===== src/rtl/doorbell_regs.sv =====
module doorbell_regs #(
  parameter int unsigned ADDR_W   = 8,
  parameter logic [7:0]  SMI_ADDR = 8'hE0,
  parameter logic [7:0]  EVT_ADDR = 8'hE4
) (
  input  logic              clk,
  input  logic              rst_n,
  input  logic [ADDR_W-1:0] reg_addr,
  input  logic [3:0]        reg_be,
  input  logic [31:0]       reg_wdata,
  input  logic              reg_we,
  output logic [31:0]       reg_rdata,
  input  logic              irq_enable,
  input  logic              irq_mask,
  output logic              smi_out,
  output logic              irq_pulse
);
  localparam int unsigned LANES = 4;

  logic [15:0] smi_q;
  logic [31:0] evt_q;
  logic        irq_q;

  wire hit_smi = (reg_addr == ADDR_W'(SMI_ADDR));
  wire hit_evt = (reg_addr == ADDR_W'(EVT_ADDR));
  wire wr_smi  = reg_we && hit_smi;
  wire wr_evt  = reg_we && hit_evt;
  wire ring    = wr_evt && (|reg_be) && irq_enable && !irq_mask;

  for (genvar l = 0; l < 2; l++) begin : g_smi
    always_ff @(posedge clk or negedge rst_n)
      if (!rst_n)                 smi_q[l*8 +: 8] <= '0;
      else if (wr_smi && reg_be[l]) smi_q[l*8 +: 8] <= reg_wdata[l*8 +: 8];
  end

  for (genvar l = 0; l < LANES; l++) begin : g_evt
    always_ff @(posedge clk or negedge rst_n)
      if (!rst_n)                 evt_q[l*8 +: 8] <= '0;
      else if (wr_evt && reg_be[l]) evt_q[l*8 +: 8] <= reg_wdata[l*8 +: 8];
  end

  always_ff @(posedge clk or negedge rst_n)
    if (!rst_n) irq_q <= 1'b0;
    else        irq_q <= ring;

  assign smi_out   = smi_q[0];
  assign irq_pulse = irq_q;
  assign reg_rdata = hit_smi ? {16'h0, smi_q} : hit_evt ? evt_q : 32'h0;

  a_r3_smi_hold: assert property (@(posedge clk) disable iff (!rst_n)
    !(wr_smi && reg_be[0]) |=> $stable(smi_out));
  a_r4_evt_hold: assert property (@(posedge clk) disable iff (!rst_n)
    !wr_evt |=> $stable(evt_q));
  a_r5_needs_write: assert property (@(posedge clk) disable iff (!rst_n)
    irq_pulse |-> $past(reg_we));
  a_r7_masked: assert property (@(posedge clk) disable iff (!rst_n)
    $past(irq_mask) |-> !irq_pulse);
  a_r7_disabled: assert property (@(posedge clk) disable iff (!rst_n)
    !$past(irq_enable) |-> !irq_pulse);
  a_r8_unmapped_zero: assert property (@(posedge clk) disable iff (!rst_n)
    (!hit_smi && !hit_evt) |-> (reg_rdata == 32'h0));
  a_r9_read_quiet: assert property (@(posedge clk) disable iff (!rst_n)
    !reg_we |=> (!irq_pulse && $stable(smi_q) && $stable(evt_q)));
endmodule


===== config.mk =====
export PLATFORM = sky130hd
export DESIGN_NAME = doorbell_regs
export DESIGN_NICKNAME = d
export VERILOG_FILES = /design/src/rtl/doorbell_regs.sv
export SDC_FILE = /design/constraint.sdc
export NUM_CORES = 1
export LEC_CHECK = 0
export CAP_MARGIN = 10
export CORE_MARGIN = 4
export CORE_UTILIZATION = 40
export DETAILED_ROUTE_END_ITERATION = 8
export PLACE_DENSITY_LB_ADDON = 0.1
export SLEW_MARGIN = 20
export SYNTH_ARGS = -nofsm -noshare
export SYNTH_HDL_FRONTEND = slang
export SYNTH_SLANG_ARGS = --single-unit

===== constraint.sdc =====
create_clock -name clk -period 2.1 [get_ports clk]
set_clock_uncertainty 0.15 [all_clocks]
set_input_delay 0.42 -clock clk [delete_from_list [all_inputs] [get_ports clk]]
set_output_delay 0.42 -clock clk [all_outputs]
set_load 0.1 [all_outputs]

==> out/qor.yml, run 1 <==
run_status:
  status: "finished with violations"
  violations: "negative setup slack"
floorplan:
  pin_count: 83
  die-area_um2: 7080
  die_height_um: 84.1
  die_x_um: 84.1
  core_area_um2: 5570
  initial_core_util: 0.416
  num_rows: 27
worst_setup_path:
  end_kind: "output port"
  start_kind: "primary input"
  critical_path_required_ns: 1.53
  cp_max_fo: 8
  critical_path_class: "primary input to output port"
  worst_ep_arrival_time_ns: 1.67
  r2r_slack_ns: 1.14
logic_synthesis:
  synthAdderAreaFrac: 0
  synth_xor_area_frac: 0
  ys_warn_count: 0
  synth-main-ff-cell: "dfrtp_1"
  post-synth-top-area-cell: "dfrtp_1"
  synth_compound_area_frac: 0
  synth_top_area_share: 0.529
  postSynthCellCount: 170
  syn_avg_cell_area_um2: 13.6
  synth.most_common_cell: "dfrtp_1"
  async_flop_share: 1.00
  ys_types: 21
  yosysSeqAreaShare: 0.529
  synth_top_family_by_area: "multiplexers"
  syn_area_um2: 2320
  synthSimpleGateAreaFrac: 0.156
  syn-num-nets: 219
  ys_ff_latch: 49
  synthMuxAreaShare: 0.302
  synthTopCellsByCount: "dfrtp_1 (49), mux2_2 (46), and3_1 (16), mux2i_1 (16), nor2_1 (16)"
  synth_edf_count: 0
  synth_area_leaders: "dfrtp_1 (53%), mux2_2 (22%), mux2i_1 (6.9%)"
detailed_routing:
  routed_wirelength_um: 5690
  drt-wirelength-per-cell_um: 16.2
  ant_nets: 0
  num_vias: 1749
  drt_iter0_markers: 21
  drc: 0
  first_pass_iters: 4
  viasPerCell: 4.98
cts:
  cts_tree: "yes"
  root_buffer: "clkbuf_8"
  cts_made_buffers: 5
  clk_pin_slew_ns: 0.09
  cts_max_path_buffers: 2
  clock-sinks: 49
  h-tree-depth: 2
  clock_latency_ns: 0.29
min_path:
  worstHoldPathType: "flop to flop"
placed_design:
  finalWeightedCongestion: 0.732
  hpwl_um: 4290
  port-buffer-count: 82
  place_inst: 339
  dpl_cell_area_um2: 3900
layout:
  area_delta_synth_final_pct: 77.2
  post-route-util: 0.737
  insertedDiodeCount: 0
  layout-drive-gt1-share: 0.599
  nets: 327
  layoutNonFillerInstCount: 351
  design_area_um2: 4110
sta:
  slew_headroom: 0.790
  rsz0062_at_grt: "true"
  worst_pin_slew_ns: 0.313
  hold_viol_final: 0
  final_max_slew_viol_count: 0
  fmax_mhz: 446
  finalSetupViolations: 32
  timing.final.ws_setup_ns: -0.140
  period_share: 1.07
  fin_crit_ns: 2.24
grt:
  gr-total-overflow: 0
  grt_pass1_wl_um: 9630
  first_global_vias: 1983
  grt_antenna_before_repair: 0
  grt_max_degree: 50
  grtUsageTotal: 0.169
power_and_ir_drop:
  ir_worst_vdd_v: 0.000316
  p_per_area_nw_per_um2: 421
  power_w: 0.00173
  p_leak_nw: 1.87
flow_run:
  cap_violations: 0
-- placed cells by master, fill, tap and decap left out, types with 2 or more instances in the layout --
master	count
mux2i_2	6
or4_4	2
and3_4	16
nand4_2	2
nor2_4	16
clkbuf_1	2
nor3_4	4
buf_2	5
mux2_2	46
buf_12	37
buf_6	4
mux2_1	2
nand2_1	2
buf_4	17
clkbuf_8	5
dfrtp_1	49
clkdlybuf4s50_1	39
mux2i_1	10
-- power breakdown --
group	internal (W)	total, W	switching [W]	leakage, nW
Combinational	0.000131	0.000225	0.0000939	1.15
Sequential	0.000967	0.000980	0.0000132	0.680
Clock	0.000236	0.000523	0.000287	0.0385
Total	0.00133	0.00173	0.000394	1.87
-- kinds of logic (layout without fill, tap and decap cells) --
| kind of cell | Yosys count | in the layout |
|---|---|---|
| buf+inv | 7 | 116 |
| simple gates | 50 | 50 |
| flops | 49 | 49 |
| mux | 64 | 64 |
-- routing by layer --
layer / global-route usage / vias up / wire length, µm
met4: 0.0409 / 0 / 68
li1: - / 838 / -
met3: 0.0363 / 7 / 263
met1: 0.197 / 864 / 2130
met2: 0.313 / 40 / 3220
met5: 0 / - / 0
-- repair_timing --
item / CTS / global route
pin swaps: 10 / 9
hold buffers: 1 / 0
buffers inserted: 1 / 0
gates resized for setup: 44 / 11
hold endpoints to repair: 49 / 0
gates cloned: 2 / 0
setup endpoints to repair: 64 / 32
-- cell type report --
| class | count | area (µm²) |
|---|---|---|
| fill | 390 | 1470 |
| timing repair buffer | 108 | 1410 |
| multi-input combinational | 114 | 1300 |
| sequential | 49 | 1230 |
| tap | 72 | 90.1 |
| clock buffer | 7 | 76.3 |
| clock inverter | 1 | 7.51 |
-- worst max-delay path, stage by stage --
cell      delay, ns
buf_6          0.09
nand4b_4       0.18
or4_4          0.49
buf_12         0.19
nor2_4         0.11
buf_12         0.18
-- state kept, by name, indices dropped and copies added (netlist names) --
name       cells
smi_q         15
irq_pulse      1
evt_q         32
smi_out        1
-- stage by stage --
step                      setup TNS (ns)  hold WS, ns  setup slack [ns]
after global placement            -36.46        0.279            -0.633
final                              -3.46        0.350            -0.140
after floorplan                   -10.76      -0.0256            -0.454
after global routing               -5.23        0.378            -0.199
after detailed placement          -37.09        0.276            -0.646
after CTS                          -4.88        0.353            -0.175
-- path summary, 6_finish.rpt --
path / startpoint / to / cells past startpoint
min in group asynchronous: rst_n / evt_q[5]$_DFFE_PN0P_ / 3
worst max-delay path: reg_addr[4] / reg_rdata[11] / 6
worst max register to register: evt_q[7]$_DFFE_PN0P_ / evt_q[7]$_DFFE_PN0P_ / 1
worst min register to register: smi_q[9]$_DFFE_PN0P_ / smi_q[9]$_DFFE_PN0P_ / 1
max in group asynchronous: rst_n / evt_q[28]$_DFFE_PN0P_ / 3
worst min-delay path: smi_q[9]$_DFFE_PN0P_ / smi_q[9]$_DFFE_PN0P_ / 1
(Power assumes the default switching activity.)
==> run 2, diff against run 1 <==
Settings changed: HOLD_SLACK_MARGIN from default to 0.08, REMOVE_ABC_BUFFERS from default to 1, TNS_END_PERCENT from default to 20.
==> out/qor.yml, run 2 (synthesized netlist as in run 1, its figures left out) <==
worst_setup_path:
  cp_max_fo: 8  # unchanged
  r2r-end: "smi_out$_DFFE_PN0P_"  # was evt_q[7]$_DFFE_PN0P_
  cpMaxStageDelayCell: "or4_4"  # unchanged
  worstPathCellList: "buf_6 -> nand4b_4 -> or4_4 -> buf_12 -> nor2_4 -> buf_12"  # unchanged
  critical_path_class: "primary input to output port"  # unchanged
  r2r_slack_ns: 1.16  # was 1.14 ns
  worst_ep_arrival_time_ns: 1.76  # was 1.67 ns
  slowest_delay_ns: 0.56  # was 0.49 ns
  timing.rr.start: "smi_out$_DFFE_PN0P_"  # was evt_q[7]$_DFFE_PN0P_
  crit_buf_inv: 3  # unchanged
  critical_path_required_ns: 1.53  # about the same
  cpLargestDelayFamily: "simple AND/OR/NAND/NOR gates"  # unchanged
  rr_worst_depth: 1  # unchanged
  cpMostUsedCell: "buf_12"  # unchanged
  end_kind: "output port"  # unchanged
  start_kind: "primary input"  # unchanged
sta:
  fmax_mhz: 430  # was 446 MHz
  slew_headroom: 0.800  # was 0.790
  final_max_slew_viol_count: 0  # unchanged
  fin_hold_ws_ns: 0.313  # was 0.350 ns
  hold_viol_final: 0  # unchanged
  fin_crit_ns: 2.33  # was 2.24 ns
  period_share: 1.11  # was 1.07
  timing.final.ws_setup_ns: -0.227  # was -0.140 ns
  worst_pin_slew_ns: 0.291  # was 0.313 ns
  rsz0062_at_grt: "true"  # unchanged
  finalSetupViolations: 32  # unchanged
layout:
  layout-drive-gt1-share: 0.582  # was 0.599
  design_area_um2: 4130  # was 4110 µm²
  regMostFlops: "evt_q"  # unchanged
  nets: 322  # was 327
  top_regs: "evt_q (32), smi_q (15)"  # unchanged
  post-route-util: 0.740  # was 0.737
  area_delta_synth_final_pct: 77.9  # was 77.2%
  final_common_cell: "dfrtp_1"  # unchanged
  insertedDiodeCount: 0  # unchanged
  layout_common_cells: "dfrtp_1 (49), mux2_2 (46), clkdlybuf4s50_1 (39)"  # unchanged
  largest_register_ffs: 32  # unchanged
  layoutNonFillerInstCount: 345  # was 351
detailed_routing:
  routed_wirelength_um: 5930  # was 5690 µm
  drt_iter0_markers: 44  # was 21
  drc: 0  # unchanged
  num_vias: 1778  # was 1749
  ant_nets: 0  # unchanged
  drt-wirelength-per-cell_um: 17.2  # was 16.2 µm
  first_pass_iters: 4  # unchanged
  viasPerCell: 5.15  # was 4.98
floorplan:
  initial_core_util: 0.416  # unchanged
  pin_count: 83  # unchanged
  die_x_um: 84.1  # unchanged
  core_area_um2: 5570  # unchanged
  num_rows: 27  # unchanged
  die-area_um2: 7080  # unchanged
  die_height_um: 84.1  # unchanged
grt:
  first_global_vias: 2041  # was 1983
  grt_antenna_before_repair: 0  # unchanged
  gr-total-overflow: 0  # unchanged
  grt_max_degree: 30  # was 50
  grt_pass1_wl_um: 10400  # was 9630 µm
  grtUsageTotal: 0.185  # was 0.169
min_path:
  worstHoldPathType: "primary input to async pin"  # was flop to flop
placed_design:
  hpwl_um: 4320  # was 4290 µm
  dpl_cell_area_um2: 3710  # was 3900 µm²
  place_inst: 334  # was 339
  port-buffer-count: 82  # unchanged
  finalWeightedCongestion: 0.785  # was 0.732
cts:
  clk_pin_slew_ns: 0.09  # about the same
  root_buffer: "clkbuf_8"  # unchanged
  cts_max_path_buffers: 2  # unchanged
  cts_made_buffers: 5  # unchanged
  clock_latency_ns: 0.29  # about the same
  h-tree-depth: 2  # unchanged
  cts_tree: "yes"  # unchanged
  clock-sinks: 49  # unchanged
flow_run:
  cap_violations: 0  # unchanged
power_and_ir_drop:
  p_leak_nw: 1.84  # was 1.87 nW
  power.internal_w: 0.00136  # was 0.00133 W
  power_w: 0.00176  # was 0.00173 W
  swShare: 0.227  # was 0.228
  seqPwrFrac: 0.557  # was 0.567
  p_clk_frac: 0.313  # was 0.303
  combinationalPowerShare: 0.130  # about the same
  p_per_area_nw_per_um2: 427  # was 421 nW/µm²
  ir_worst_vdd_v: 0.000355  # was 0.000316 V
  power_switching_w: 0.000399  # was 0.000394 W
run_status:
  violations: "negative setup slack"  # unchanged
  status: "finished with violations"  # unchanged
run 2: cell types whose count changed in the layout (fill, tap and decap cells not counted), sizes merged:
cell / delta
buf: -6
clkdlybuf4s15: +2
clkbuf: -1
clkinvlp: -1
run 2: worst max-delay path by stage:
stage,startpoint,to,slack [ns],cells after the start
final,reg_addr[4],reg_rdata[9],-0.23,6
after global routing,reg_addr[4],reg_rdata[9],-0.26,6
after floorplan,reg_addr[4],reg_rdata[0],-1.13,3
after global placement,reg_addr[6],reg_rdata[5],-0.60,6
after CTS,reg_addr[4],reg_rdata[10],-0.28,6
after detailed placement,reg_addr[6],reg_rdata[5],-0.63,6
run 2: stage by stage:
step | TNS, ns | worst slack [ns]
2_1_floorplan | -32.35 | -1.13
3_3_place_gp | -38.74 | -0.599
3_5_place_dp | -40.50 | -0.629
4_1_cts | -6.97 | -0.280
5_1_grt | -6.90 | -0.264
6_report | -5.55 | -0.227
run 2: final cells by class:
cell class	count	area, µm²
repair buffers	103	1410
well taps	72	90.1
fillers	383	1450
multi-input cells	114	1320
clock buffers	7	86.3
flip-flops and latches	49	1230
run 2: repair_timing:
action                     4_1_cts  5_1_grt
setup endpoints to repair       80       48
gates resized for setup         94        3
hold endpoints to repair        49        0
pin swaps                       35        3
setup buffers                    1        0
hold buffers                     1        0
cloned                           2        0
run 2: power groups by stage:
stage | clock [W] | combinational [W] | sequential [W]
after floorplan | 0 | 0.0000488 | 0.000998
after global placement | 0 | 0.000209 | 0.000996
after detailed placement | 0 | 0.000212 | 0.000998
after CTS | 0.000570 | 0.000229 | 0.000980
after global routing | 0.000617 | 0.000247 | 0.000985
final | 0.000552 | 0.000228 | 0.000980
run 2: layer usage:
| layer | global-route usage | vias up | routed length (µm) |
|---|---|---|---|
| met3 | 0.0481 | 8 | 363 |
| met4 | 0.0468 | 0 | 80 |
| met5 | 0 | - | 0 |
| met1 | 0.239 | 884 | 2610 |
| met2 | 0.309 | 59 | 2870 |
| li1 | - | 827 | - |
